File: src/rtl/sync_hunt.sv
module sync_hunt #(
  parameter int CW = 8
) (
  input  logic          rxc,
  input  logic          rst,
  input  logic          ext_sync,
  input  logic          dual_sync,
  input  logic [CW-1:0] sync_a,
  input  logic [CW-1:0] sync_b,
  input  logic          rxd,
  input  logic          hunt_cmd,
  input  logic          status_rd,
  input  logic          syndet_in,
  output logic          syndet_out,
  output logic          syndet_oe,
  output logic [CW-1:0] char_data,
  output logic          char_valid
);
  localparam int FW = $clog2(CW + 1);
  localparam int BW = (CW > 2) ? $clog2(CW) : 1;

  typedef enum logic [1:0] {S_HUNT, S_SECOND, S_LOCK} st_t;

  st_t           st;
  logic [CW-2:0] sh;
  logic [FW-1:0] fill;
  logic [BW-1:0] cnt;
  logic          flag;

  wire [CW-1:0] win = {rxd, sh};
  wire full     = fill >= FW'(CW - 1);
  wire last     = cnt == BW'(CW - 1);
  wire hit_a    = !ext_sync && st == S_HUNT && full && win == sync_a;
  wire hit_b    = !ext_sync && st == S_SECOND && last && win == sync_b;
  wire sync_hit = (hit_a && !dual_sync) || hit_b;
  wire start    = ext_sync ? (st == S_HUNT && syndet_in) : hit_a;
  wire locked   = st == S_LOCK;
  wire in_second = st == S_SECOND;

  assign syndet_out = flag & ~ext_sync;
  assign syndet_oe  = ~ext_sync;

  always_ff @(posedge rxc or posedge rst) begin
    if (rst) begin
      st   <= S_HUNT;
      sh   <= '0;
      fill <= '0;
      cnt  <= '0;
    end else if (hunt_cmd) begin
      st   <= S_HUNT;
      fill <= '0;
      cnt  <= '0;
    end else begin
      sh <= win[CW-1:1];
      if (!full) fill <= fill + 1'b1;
      case (st)
        S_HUNT: begin
          cnt <= '0;
          if (start) st <= (ext_sync || !dual_sync) ? S_LOCK : S_SECOND;
        end
        S_SECOND: begin
          cnt <= last ? '0 : cnt + 1'b1;
          if (last) st <= hit_b ? S_LOCK : S_HUNT;
        end
        default: cnt <= last ? '0 : cnt + 1'b1;
      endcase
    end
  end

  always_ff @(posedge rxc or posedge rst) begin
    if (rst) flag <= 1'b0;
    else if (sync_hit && !hunt_cmd) flag <= 1'b1;
    else if (status_rd) flag <= 1'b0;
  end

  always_ff @(posedge rxc or posedge rst) begin
    if (rst) begin
      char_valid <= 1'b0;
      char_data  <= '0;
    end else begin
      char_valid <= !hunt_cmd && locked && last;
      if (!hunt_cmd && locked && last) char_data <= win;
    end
  end
endmodule

File: config.mk
export PLATFORM = sky130hd
export DESIGN_NAME = sync_hunt
export DESIGN_NICKNAME = d
export VERILOG_FILES = /design/src/rtl/sync_hunt.sv
export SDC_FILE = /design/constraint.sdc
export NUM_CORES = 1
export LEC_CHECK = 0
export ABC_AREA = 1
export CAP_MARGIN = 10
export CORE_ASPECT_RATIO = 0.7
export CORE_MARGIN = 4
export CORE_UTILIZATION = 44
export CTS_CLUSTER_DIAMETER = 80
export DETAILED_ROUTE_END_ITERATION = 7
export PLACE_DENSITY = 0.75
export SLEW_MARGIN = 0
export SYNTH_ARGS = -nofsm -noshare
export SYNTH_HDL_FRONTEND = slang
export SYNTH_SLANG_ARGS = --single-unit
File: constraint.sdc
create_clock -name rxc -period 1.55 [get_ports rxc]
set_clock_uncertainty 0.15 [all_clocks]
set_input_delay 0.155 -clock rxc [delete_from_list [all_inputs] [get_ports rxc]]
set_output_delay 0.155 -clock rxc [all_outputs]
set_load 0.005 [all_outputs]
==> results_dict.tcl <==
set metrics [dict create \
    critPathLaunch "cnt[0]$_DFF_PP0_" \
    endpoint_kind "flip-flop" \
    syn_nets 209 \
    clk_pin_slew_ns 0.10 \
    met3_usage_pct 3.80 \
    postSynthCellCount 182 \
    clock-sinks 26 \
    worst_ir_drop_vdd_uv 550 \
    ant_nets 0 \
    insertion_delay_ns 0.28 \
    critPathKind "flip-flop to flip-flop" \
    grt_overflow 0 \
    grt_setup_unrepaired "yes" \
    syn_area_per_cell_um2 7.75 \
    min_period_over_period_pct 109 \
    via_per_inst 5.08 \
    hold_violations 0 \
    dieWidth_um 75.7 \
    crit_path_max_fanout 8 \
    use_met2_pct 30.6 \
    synth_ff_type "dfrtp_1" \
    area_growth_pct 45.0 \
    crit_arrival_ns 1.72 \
    violations "setup timing" \
    finalMaxSlewViolations 0 \
    nNetsFinal 261 \
    max-slew-margin-rel_pct 77.3 \
    grt_pass1_wl_mm 6.37 \
    n_fill_cell 233 \
    cts_root_buf "clkbuf_8" \
    drtIter0Drc 176 \
    startpoint_type "flip-flop" \
    core-area_um2 2920 \
    worstReg2RegEnd "char_data[5]$_DFFE_PP0P_" \
    outcome "complete, but fails checks" \
    dr.pass1.iters 4 \
    cts_buffer_depth 2 \
    grt.busiest_layer "met2" \
    yosysTopAreaCellShare_pct 46.1 \
    fin_ws_ns -0.145 \
    htreeDepth 1 \
    yosys_warnings 0 \
    synth_commonest_cells "51 x nand2_1, 26 x dfrtp_1, 18 x inv_1" \
    yosysUniqueCellTypes 26 \
    final_util_pct 70.0 \
    cts-buffers-inserted 3 \
    required_ns 1.58 \
    grt_max_degree 27 \
    final_layout_size_suffix_gt1_share_pct 21.9 \
    max_freq_ghz 0.590 \
    via_count 1366 \
    ys_ff_latch 26 \
    synth_area_leaders "dfrtp_1 46%, nand2_1 14%, inv_1 4.8%" \
    start_util_pct 48.3 \
    cellPowerDensity_nw_per_um2 769 \
    synth.most_common_cell "nand2_1" \
    antenna_cells 0 \
    worstMarginPinSlew_ns 0.341 \
    regToRegSetupSlack_ns -0.15 \
    drc 0 \
    cts_tree "built" \
    syn_area_um2 1410 \
    num_rows 16 \
    drv_cap 0 \
    setup_viol 10 \
    wl_per_cell_um 14.6 \
    leakagePower_nw 0.962 \
    die_h_um 55.4 \
    layout_min_cycle_time_ns 1.70 \
    power_mw 1.57 \
    antenna_found_initial 0 \
    yosys.area.top_type "dfrtp_1" \
    r2r-start "cnt[0]$_DFF_PP0_" \
    async_reset_ff_share_pct 100 \
    grt_util_all_layers_pct 19.4 \
    io_pins 35 \
    grt_pass1_vias 1350 \
    synth_edf_count 0 \
    yosysSeqAreaShare_pct 46.1 \
    totalWireLength_mm 3.92 \
    fin_hold_ws_ns 0.0734 \
    dpl.hpwl_mm 2.73 \
    dp.cells 256 \
    instances_no_fill 269 \
    die_area_um2 4190 \
    min_path_type "input port to async pin" \
    grt_util_met1_pct 27.6 \
    r2r_cells 7 \
    io_buffers 34 \
    place_congestion 0.918 \
]
worst max path at each step:
stage / slack, ns / end / cells past startpoint
after floorplan: 0.03 / char_data[3]$_DFFE_PP0P_ / 8
after global placement: -0.06 / char_data[1]$_DFFE_PP0P_ / 7
after detailed placement: -0.13 / char_data[1]$_DFFE_PP0P_ / 7
after CTS: -0.11 / char_data[5]$_DFFE_PP0P_ / 7
after global routing: -0.21 / char_data[5]$_DFFE_PP0P_ / 7
final: -0.15 / char_data[5]$_DFFE_PP0P_ / 7
sequential cells by signal, summed over array words and instances, names as in the netlist:
register    flops
char_valid      1
sh              7
char_data       8
fill            4
st              2
flag            1
cnt             3
layout by cell type (no fill, tap or decap), types with 3 or more instances in the layout:
cell type        netlist  layout
clkdlybuf4s50_1        0      32
o21ai_2                0       4
nor2_1                16      15
inv_2                  7       8
nand4_1                6       6
nand3_1                8       7
o21ai_0                9       9
dfrtp_1               26      24
inv_1                 18      16
nor2_4                 1       3
clkbuf_8               0       4
xnor2_1                6       6
nand2_1               51      51
buf_4                  0      15
o21ai_1                9       5
cells by family after synthesis:
logic type	share of synthesized area (%)
AOI/OAI and AO/OA	8.95
xor gates and xnor gates	3.72
adders and majority gates	2.66
buffers and inverters	8.24
DFF	46.1
and+or+nand+nor	30.3
repair_timing:
action	CTS	global route
endpoints found under the setup margin	13	14
resized for setup	14	13
setup buffers	4	4
pin swaps	6	3
hold buffers	0	0
gates cloned	1	0
per-stage QoR:
stage                     cell area, um^2  setup slack (ns)  setup TNS, ns
after detailed placement             1830            -0.134          -1.27
after floorplan                      1410            0.0314              0
final                                2050            -0.145         -0.978
after global placement               1830           -0.0574         -0.584
after CTS                            1970            -0.108         -0.733
after global routing                 2050            -0.211          -1.76
layer usage:
metal,part of all wire (%),vias to the layer above
met1,43,603
met2,46,70
met3,8.6,12
li1,-,681
met4,2.6,0
met5,0,-
where the power goes:
group / switching [mW] / internal [mW] / leakage (nW)
Clock: 0.225 / 0.228 / 0.0288
Sequential: 0.0538 / 0.717 / 0.348
Combinational: 0.181 / 0.169 / 0.585
layout make-up:
cell class	instances	area, um^2	area share [%]
Clock buffer	4	55.1	2.69
Inverter	26	105	5.13
Timing Repair Buffer	49	458	22.4
Multi-Input combinational cell	127	723	35.3
Timing Repair inverter	1	7.51	0.367
Sequential cell	26	653	31.9
Tap cell	36	45.0	2.20
worst max-delay path, stage by stage, from the launching register on:
cell	delay [ns]
dfrtp_1	0.38
ha_2	0.20
ha_4	0.16
clkinv_4	0.06
nor3_4	0.20
clkinvlp_4	0.27
nand2_1	0.12
o21ai_1	0.06
Power figures use the tool's default switching activity.
